File: src/rtl/sdm_pkg.sv
package sdm_pkg;
  typedef enum logic [1:0] {
    SM_UNSIGNED = 2'd0,
    SM_TWOS     = 2'd1,
    SM_ONES     = 2'd2,
    SM_SPARE    = 2'd3
  } sign_mode_e;

  // Mode 3 is folded onto unsigned division.
  function automatic sign_mode_e fold_mode(input logic [1:0] raw);
    sign_mode_e m;
    m = sign_mode_e'(raw);
    if (m == SM_SPARE) m = SM_UNSIGNED;
    return m;
  endfunction
endpackage

File: src/rtl/sdm_precond.sv
module sdm_precond
  import sdm_pkg::*;
#(
  parameter int W = 32
) (
  input  logic [W-1:0] numer_raw,
  input  logic [W-1:0] denom_raw,
  input  sign_mode_e   mode,
  output logic [W-1:0] numer_mag,
  output logic [W-1:0] denom_mag,
  output logic         neg_numer,
  output logic         neg_denom,
  output logic         denom_zero
);
  localparam int HW = W / 2;

  function automatic logic [W-1:0] twos_neg(input logic [W-1:0] v);
    return (~v) + W'(1);
  endfunction

  always_comb begin
    numer_mag = numer_raw;
    denom_mag = denom_raw;
    neg_numer = 1'b0;
    neg_denom = 1'b0;
    unique case (mode)
      SM_TWOS: begin
        neg_numer = numer_raw[W-1];
        neg_denom = denom_raw[W-1];
        if (neg_numer) numer_mag = twos_neg(numer_raw);
        if (neg_denom) denom_mag = twos_neg(denom_raw);
      end
      SM_ONES: begin
        neg_numer = numer_raw[W-1];
        if (neg_numer) numer_mag = ~numer_raw;
      end
      default: ;
    endcase
  end

  // Zero test split over the two halves of the (conditioned) denominator.
  assign denom_zero = (denom_mag[HW-1:0] == '0) && (denom_mag[W-1:HW] == '0);
endmodule

File: src/rtl/sdm_core.sv
module sdm_core #(
  parameter int W = 32
) (
  input  logic         clk,
  input  logic         rst_n,
  input  logic         load,
  input  logic [W-1:0] dividend,
  input  logic [W-1:0] divisor,
  output logic         running,
  output logic         finish,
  output logic [W-1:0] quo,
  output logic [W-1:0] rem
);
  localparam int CW = (W > 1) ? $clog2(W) : 1;
  localparam logic [CW-1:0] LAST = CW'(W - 1);

  logic [W-1:0]  rem_q, quo_q, dvs_q;
  logic [CW-1:0] cnt_q;
  logic [W:0]    shifted, trial;
  logic [W-1:0]  rem_nx, quo_nx;

  // One restoring step: shift in the next dividend bit, try to subtract.
  always_comb begin
    shifted = {rem_q, quo_q[W-1]};
    trial   = shifted - {1'b0, dvs_q};
    rem_nx  = trial[W] ? shifted[W-1:0] : trial[W-1:0];
    quo_nx  = {quo_q[W-2:0], ~trial[W]};
  end

  always_ff @(posedge clk or negedge rst_n) begin
    if (!rst_n) begin
      rem_q   <= '0;
      quo_q   <= '0;
      dvs_q   <= '0;
      cnt_q   <= '0;
      running <= 1'b0;
      finish  <= 1'b0;
    end else begin
      finish <= 1'b0;
      if (!running) begin
        if (load) begin
          rem_q   <= '0;
          quo_q   <= dividend;
          dvs_q   <= divisor;
          cnt_q   <= '0;
          running <= 1'b1;
        end
      end else begin
        rem_q <= rem_nx;
        quo_q <= quo_nx;
        cnt_q <= cnt_q + CW'(1);
        if (cnt_q == LAST) begin
          running <= 1'b0;
          finish  <= 1'b1;
        end
      end
    end
  end

  assign quo = quo_q;
  assign rem = rem_q;
endmodule

File: src/rtl/sdm_postfix.sv
module sdm_postfix
  import sdm_pkg::*;
#(
  parameter int W = 32
) (
  input  logic [W-1:0] quo_mag,
  input  logic [W-1:0] rem_mag,
  input  sign_mode_e   mode,
  input  logic         pick_rem,
  input  logic         neg_numer,
  input  logic         neg_denom,
  input  logic         denom_zero,
  output logic         neg_out,
  output logic [W-1:0] value
);
  function automatic logic [W-1:0] apply_sign(input logic [W-1:0] v,
                                               input sign_mode_e m,
                                               input logic neg);
    logic [W-1:0] r;
    r = v;
    if (neg) begin
      if (m == SM_TWOS)      r = (~v) + W'(1);
      else if (m == SM_ONES) r = ~v;
    end
    return r;
  endfunction

  logic [W-1:0] picked;

  always_comb begin
    if (pick_rem) begin
      picked  = rem_mag;
      neg_out = (mode == SM_UNSIGNED) ? 1'b0 : neg_numer;
    end else begin
      picked  = quo_mag;
      neg_out = (neg_numer ^ neg_denom) & ~denom_zero;
    end
    value = apply_sign(picked, mode, neg_out);
  end
endmodule

File: src/rtl/sdm_divider.sv
module sdm_divider
  import sdm_pkg::*;
#(
  parameter int W  = 32,
  parameter int PW = 32
) (
  input  logic          clk,
  input  logic          rst_n,
  input  logic          start,
  input  logic [W-1:0]  numer,
  input  logic [W-1:0]  denom,
  input  logic [1:0]    sign_mode,
  input  logic          want_rem,
  input  logic [PW-1:0] pc_in,
  output logic          busy,
  output logic          done,
  output logic [W-1:0]  result,
  output logic          reg_write,
  output logic          mem_store,
  output logic [PW-1:0] next_pc
);
  localparam logic [PW-1:0] PC_STEP = PW'(4);

  sign_mode_e   mode_in, mode_q;
  logic [W-1:0] numer_mag, denom_mag, core_quo, core_rem;
  logic         neg_numer_c, neg_denom_c, denom_zero_c;
  logic         neg_numer_q, neg_denom_q, denom_zero_q, pick_rem_q;
  logic         neg_out;
  logic [PW-1:0] pc_q;
  logic         accept;

  assign mode_in = fold_mode(sign_mode);
  assign accept  = start & ~busy;

  sdm_precond #(.W(W)) u_pre (
    .numer_raw (numer),
    .denom_raw (denom),
    .mode      (mode_in),
    .numer_mag (numer_mag),
    .denom_mag (denom_mag),
    .neg_numer (neg_numer_c),
    .neg_denom (neg_denom_c),
    .denom_zero(denom_zero_c)
  );

  always_ff @(posedge clk or negedge rst_n) begin
    if (!rst_n) begin
      mode_q       <= SM_UNSIGNED;
      neg_numer_q  <= 1'b0;
      neg_denom_q  <= 1'b0;
      denom_zero_q <= 1'b0;
      pick_rem_q   <= 1'b0;
      pc_q         <= '0;
    end else if (accept) begin
      mode_q       <= mode_in;
      neg_numer_q  <= neg_numer_c;
      neg_denom_q  <= neg_denom_c;
      denom_zero_q <= denom_zero_c;
      pick_rem_q   <= want_rem;
      pc_q         <= pc_in;
    end
  end

  sdm_core #(.W(W)) u_core (
    .clk     (clk),
    .rst_n   (rst_n),
    .load    (accept),
    .dividend(numer_mag),
    .divisor (denom_mag),
    .running (busy),
    .finish  (done),
    .quo     (core_quo),
    .rem     (core_rem)
  );

  sdm_postfix #(.W(W)) u_post (
    .quo_mag   (core_quo),
    .rem_mag   (core_rem),
    .mode      (mode_q),
    .pick_rem  (pick_rem_q),
    .neg_numer (neg_numer_q),
    .neg_denom (neg_denom_q),
    .denom_zero(denom_zero_q),
    .neg_out   (neg_out),
    .value     (result)
  );

  assign reg_write = done;
  assign mem_store = 1'b0;
  assign next_pc   = pc_q + PC_STEP;
endmodule

File: config.mk
export PLATFORM = sky130hd
export DESIGN_NAME = sdm_divider
export DESIGN_NICKNAME = d
export VERILOG_FILES = /design/src/rtl/sdm_pkg.sv /design/src/rtl/sdm_precond.sv /design/src/rtl/sdm_core.sv /design/src/rtl/sdm_postfix.sv /design/src/rtl/sdm_divider.sv
export SDC_FILE = /design/constraint.sdc
export NUM_CORES = 1
export LEC_CHECK = 0
export ABC_AREA = 1
export BUFFER_PORTS_ARGS = -buffer_cell sky130_fd_sc_hd__buf_2
export CAP_MARGIN = 15
export CELL_PAD_IN_SITES_DETAIL_PLACEMENT = 1
export CELL_PAD_IN_SITES_GLOBAL_PLACEMENT = 2
export CORE_MARGIN = 3
export CORE_UTILIZATION = 34
export DETAILED_ROUTE_END_ITERATION = 6
export GPL_TIMING_DRIVEN = 0
export PLACE_DENSITY = 0.89
export SYNTH_ARGS = -nofsm -noshare
export SYNTH_HDL_FRONTEND = slang
export SYNTH_SLANG_ARGS = --single-unit
File: constraint.sdc
create_clock -name clk -period 5.4 [get_ports clk]
set_input_delay 0.54 -clock clk [delete_from_list [all_inputs] [get_ports clk]]
set_output_delay 0.54 -clock clk [all_outputs]
set_load 0.05 [all_outputs]
## After elaboration in Yosys (flattened, before gate mapping)

Index checks and enable logic that the tools add are counted.

| operators by class | value |
|---|---|
| $add $sub $neg | 6 |
| $mul | 0 |
| divide/modulo/power cells | 0 |
| order comparisons | 0 |
| eq/ne operators | 6 |
| shift-type cells | 0 |
| mux-type cells | 26 |
| bitwise logic cells | 9 |
| reduce and logical (&&, ||, !) cells | 7 |

Operators by type and width:

| kind | number |
|---|---|
| $mux W32 | 13 |
| $add A32 B1 Y32 const B | 3 |
| $not A32 Y32 | 3 |
| $pmux W32 S2 | 1 |
| $sub A33 B32 Y33 | 1 |
| $add A32 B3 Y32 const B | 1 |
| $logic_not A16 Y1 | 2 |
| $mux W5 | 2 |
| $mux W1 | 9 |
| $eq A2 B2 Y1 const B | 3 |
| $add A5 B1 Y5 const B | 1 |
| $eq A5 B5 Y1 const B | 1 |
| $eq A2 B1 Y1 const B | 2 |
| $not A1 Y1 | 3 |
| $and A1 B1 Y1 | 2 |
| $logic_not A2 Y1 | 1 |
| $mux W2 | 1 |
| $reduce_and A2 Y1 | 1 |
| $reduce_bool A2 Y1 | 1 |
| $reduce_or A2 Y1 | 1 |
| $logic_and A1 B1 Y1 | 1 |
| $xor A1 B1 Y1 | 1 |

| word-level totals | value |
|---|---|
| flip-flop bits (word level) | 141 |
| latch bits | 0 |
| RAM bits | 0 |
| memory bits (read-only) | 0 |
| input bits | 102 |
| output and inout port bits | 68 |
| logic and storage cells | 66 |
| memories kept | 0 |

## Longest topological paths before layout

| depth | value |
|---|---|
| depth after elaboration | 6 |
| depth in mapped cells | 19 |
| gate-level depth less buffers | 18 |

## By module

A second synthesis with hierarchy kept.

| second synthesis, totals | value |
|---|---|
| cell total of the unflattened synthesis | 2487 |
| area total of the unflattened synthesis | 14266.2 um^2 |

By module, submodules not included:

| module | instances | cells each | area an instance (um^2) | seq. area each (um^2) |
|---|---|---|---|---|
| sdm_core | 1 | 1095 | 7140.6 | 2577.5 |
| sdm_precond | 1 | 669 | 2960.3 | 0.0 |
| sdm_divider | 1 | 336 | 2296.0 | 950.9 |
| sdm_postfix | 1 | 387 | 1869.3 | 0.0 |

## Worst setup path before layout

OpenSTA, ideal clock, no wires.

| timing path | value |
|---|---|
| path type | register to output |
| start point | register pc_q[2] |
| end point | output port next_pc[26] |
| arrival | 2.349 ns |
| data required time | 4.860 ns |
| slack | 2.511 ns |
| stages on the path, launching flop included | 10 |
| buffers on the path | 0 |
| path through | dfrtp_1 -> ha_1 -> and3_1 -> nand3_1 -> nor2_2 -> nand3_1 -> nand3b_4 -> nor2_2 -> nand3_1 -> xnor2_1 |

| between the ends | value |
|---|---|
| longest elaborated chain between the ends | 1 |

Ends and longest elaborated chain:

| item | line | source |
|---|---|---|
| start: declaration | sdm_divider.sv:29 | `logic [PW-1:0] pc_q;` |
| start signal: assignment | sdm_divider.sv:60 | `pc_q <= pc_in;` |
| $add A32 B3 Y32 | sdm_divider.sv:90 | `assign next_pc = pc_q + PC_STEP;` |
| end: declaration | sdm_divider.sv:20 | `output logic [PW-1:0] next_pc` |

Every way passes these cells.

## Worst setup path after layout

| timing path | value |
|---|---|
| start point | register pick_rem_q |
| end point | output port result[2] |

| between the ends | value |
|---|---|
| longest elaborated chain between the ends | 5 |
| elaborated cells on any way between the ends | 7 |
| those cells by class | add/sub (1); mux (5); bitwise (1) |

Ends and longest elaborated chain:

| item | line | source |
|---|---|---|
| start: declaration | sdm_divider.sv:27 | `logic neg_numer_q, neg_denom_q, denom_zero_q, pick_rem_q;` |
| start signal: assignment | sdm_divider.sv:59 | `pick_rem_q <= want_rem;` |
| $mux W32 | sdm_postfix.sv:31 | `if (pick_rem) begin` |
| $not A32 Y32 | sdm_postfix.sv:22, sdm_postfix.sv:23 |  |
| $add A32 B1 Y32 / $mux W32 (equally long branches) | sdm_postfix.sv:22, sdm_postfix.sv:23 |  |
| $mux W32 | sdm_postfix.sv:22 | `if (m == SM_TWOS) r = (~v) + W'(1);` |
| $mux W32 (*) | sdm_postfix.sv:21 | `if (neg) begin` |
| end: declaration | sdm_divider.sv:17 | `output logic [W-1:0] result,` |

Every way passes the cells marked *; elsewhere a longest branch is shown, timed or not.

==> implementation parameters <==
Parameter                              Value

Outcome
  Result of the run    finished clean

Layout
  Syn-to-layout area delta    16.2%
  Ratio of cells with drive above 1 in the final layout    12.6%
  Final net count    2414
  Post-layout instance count excluding filler cells    2788
  Most common cell after layout, fill and taps aside    nand2_1
  Final std cell area, no fill    15000 µm²
  Most used cells in the layout excluding fill and tap cells    nand2_1 (725), inv_1 (243), nor2_1 (180), nand3_1 (179), buf_2 (172)
  Final Util    40.6%

Route
  Via total after detailed routing    14600
  Residual DRC count    0
  Final ANT Viol Nets    0
  DRC violation total after the first TritonRoute iteration    865
  Total wire length    52000 µm
  Routed length per placed instance    18.7 µm
  Count of TritonRoute iterations in the first routing pass    5
  Post-detailed-route via-to-cell ratio    5.23

Power and ir drop
  IR Drop Worst-Case VDD    413 µV
  Power density over the cells    764 nW/µm²
  Leakage    7.62 nW
  Design Power    11.5 mW

CTS
  Setup fix buffers added after clock tree synthesis    0
  Clock Latency Late Sink    0.45 ns
  Hold buffer count at CTS    0
  Count of instances resized after the clock tree is built    0
  Buffer cell driving the clock tree root    clkbuf_16
  Total clock buffers created by CTS    17
  Depth of the CTS H-tree    4
  Number of buffers on the longest clock path    2
  Number of clock sinks    141
  Clock-pin slew reported for the worst setup and hold paths after clock tree synthesis    0.07 ns
  TritonCTS clock tree    done

Placed design
  Cell total after placement    2755
  Area post-placement    14400 µm²
  Post-DP HPWL    42200 µm
  Routability cong.    0.918
  Minimum setup slack after placement    2.19 ns
  IO Port Bufs    168

Yosys
  Most instantiated flip-flop cell in the synthesis netlist    dfrtp_1
  Area share of the largest cell type after synthesis    27.3%
  Post-synthesis register bit count    141
  Count of unique library cells instantiated by Yosys    53
  Synth area leaders    dfrtp_1 (27%), nand2_1 (21%), inv_1 (7.0%), nand3_1 (6.9%), nor2_1 (5.2%)
  Count of flip-flops with a built-in enable after synthesis    0
  Syn Std Cell Area    12900 µm²
  Number of warnings reported in the yosys synthesis log    0
  Largest area contributor in the netlist    dfrtp_1
  Sequential fraction of the synthesis area    27.3%
  Async SR Flop Fraction    100%
  Mean instance size in the synthesized netlist    6.22 µm²
  Syn Inst Count    2082
  Syn_nets    2226

STA
  Maximum achievable frequency    284 MHz
  Post-route clock skew    0.0134 ns
  Final worst path period need    3.52 ns
  Transition at the pin with the smallest max-transition slack    0.936 ns
  RSZ-0062 raised after global routing    no
  Relative slew slack    37.6%
  Final Max Slew Viols    0
  Hold_ws    0.0794 ns
  Aggregate negative setup slack    0 ns
  Setup WS post-layout    1.88 ns
  Final setup violation count    0
  Final count of hold timing violations    0
  Final worst path period share    65.2%

Floorplan
  Full die area    40400 µm²
  Die Span X    201 µm
  Starting Density    34.9%
  Number of ports placed on the die boundary    170
  Row cnt    70
  Core Box Area    37000 µm²
  Die height    201 µm

Global route
  Global-route congestion overflow total    0
  Vias in the first global route    14900
  Initial antenna violation count    1
  Pin count of the biggest net entering global routing    73
  First-pass GRT wire length    81400 µm
  Overall track demand over capacity in global routing    25.3%

Critical path
  CP Cell Sequence    buf_6 -> inv_1 -> o211ai_1 -> nand2_1 -> nand2_1 -> inv_1 -> nor2_1 -> a21oi_1 -> xor2_1 -> buf_2
  Master of the slowest instance on the critical path    dfrtp_1
  Slowest cell delay on critical path    0.37 ns
  Critical Setup Path Class    reg -> out
  Data required time of the worst path    4.86 ns
  Startpoint kind of the worst setup timing path    register
  Worst-path fanout max    9
  Sort of element at the end of the critical path    output port
  Worst setup path startpoint    pick_rem_q
  Arrival time at the worst endpoint    2.98 ns
  Launching point of the worst reg2reg path    u_core.running

Worst hold path
  Worst Hold Class    in -> async

Job
  Number of maximum-capacitance violations    0
==> worst max-delay path, delay by kind of cell (launching register included) <==
family / cells / cell delay [ns]
AO/OA/AOI/OAI: 2 / 0.32
flip-flops: 1 / 0.37
XOR/XNOR: 1 / 0.27
buffers and inverters: 4 / 1.02
AND/OR/NAND/NOR: 3 / 0.54
==> cells by family after synthesis <==
| logic type | share of synthesized area, % |
|---|---|
| XOR/XNOR | 5.96 |
| adder cells (fa/ha/maj) | 4.12 |
| other | 0.0290 |
| AO/OA/AOI/OAI | 13.7 |
| buffers and inverters | 10.1 |
| flip-flops | 27.3 |
| AND/OR/NAND/NOR | 38.8 |
==> synth_stat cells, types with 24 or more instances <==
cell type  count
inv_1        243
nand3_1      179
a21oi_1       95
ha_1          41
dfrtp_1      141
nor3_1        24
xor2_1        53
o21ai_0      111
clkbuf_1      42
xnor2_1       35
nor2_1       180
nand2_1      725
==> sequential cells by signal, indices dropped and copies added, names as in the netlist <==
signal / count
pick_rem_q: 1
u_core.quo: 32
pc_q: 32
mode_q: 2
u_core.dvs_q: 32
denom_zero_q: 1
neg_denom_q: 1
u_core.finish: 1
neg_numer_q: 1
u_core.cnt_q: 5
u_core.running: 1
u_core.rem: 32
==> metal layers <==
metal	vias up	global-route usage [%]	share of wire, %
met2	339	41.9	46
met1	7091	34.9	47
met3	59	3.32	4.7
met4	2	6.75	2.0
li1	7078	-	-
met5	-	0	0.035
==> power by group <==
part           switching (mW)  internal [mW]
Sequential              0.533           1.60
Combinational            5.74           2.43
Clock                   0.573          0.622
Total                    6.84           4.65
==> worst paths after layout <==
kind	endpoint	cells past startpoint	slack, ns
setup / recovery	result[2]	10	1.88
hold / removal	u_core.dvs_q[29]	1	0.08
setup reg to reg	u_core.quo[6]	8	2.13
hold reg to reg	u_core.dvs_q[19]	2	0.49
max in group asynchronous	u_core.quo[14]	2	4.48
min in group clk	pc_q[0]	3	0.28
==> final cells by class <==
type,instances,area [µm²]
Multi-Input combinational cell,1623,8110
Clock buffer,17,425
Timing Repair Buffer,169,875
Fill cell,5077,22000
Antenna cell,1,2.50
Sequential cell,141,3530
Inverter,247,927
Clock inverter,15,168
Tap cell,504,631
Buffer,71,379
No activity file was read; power rests on OpenSTA's default activity.
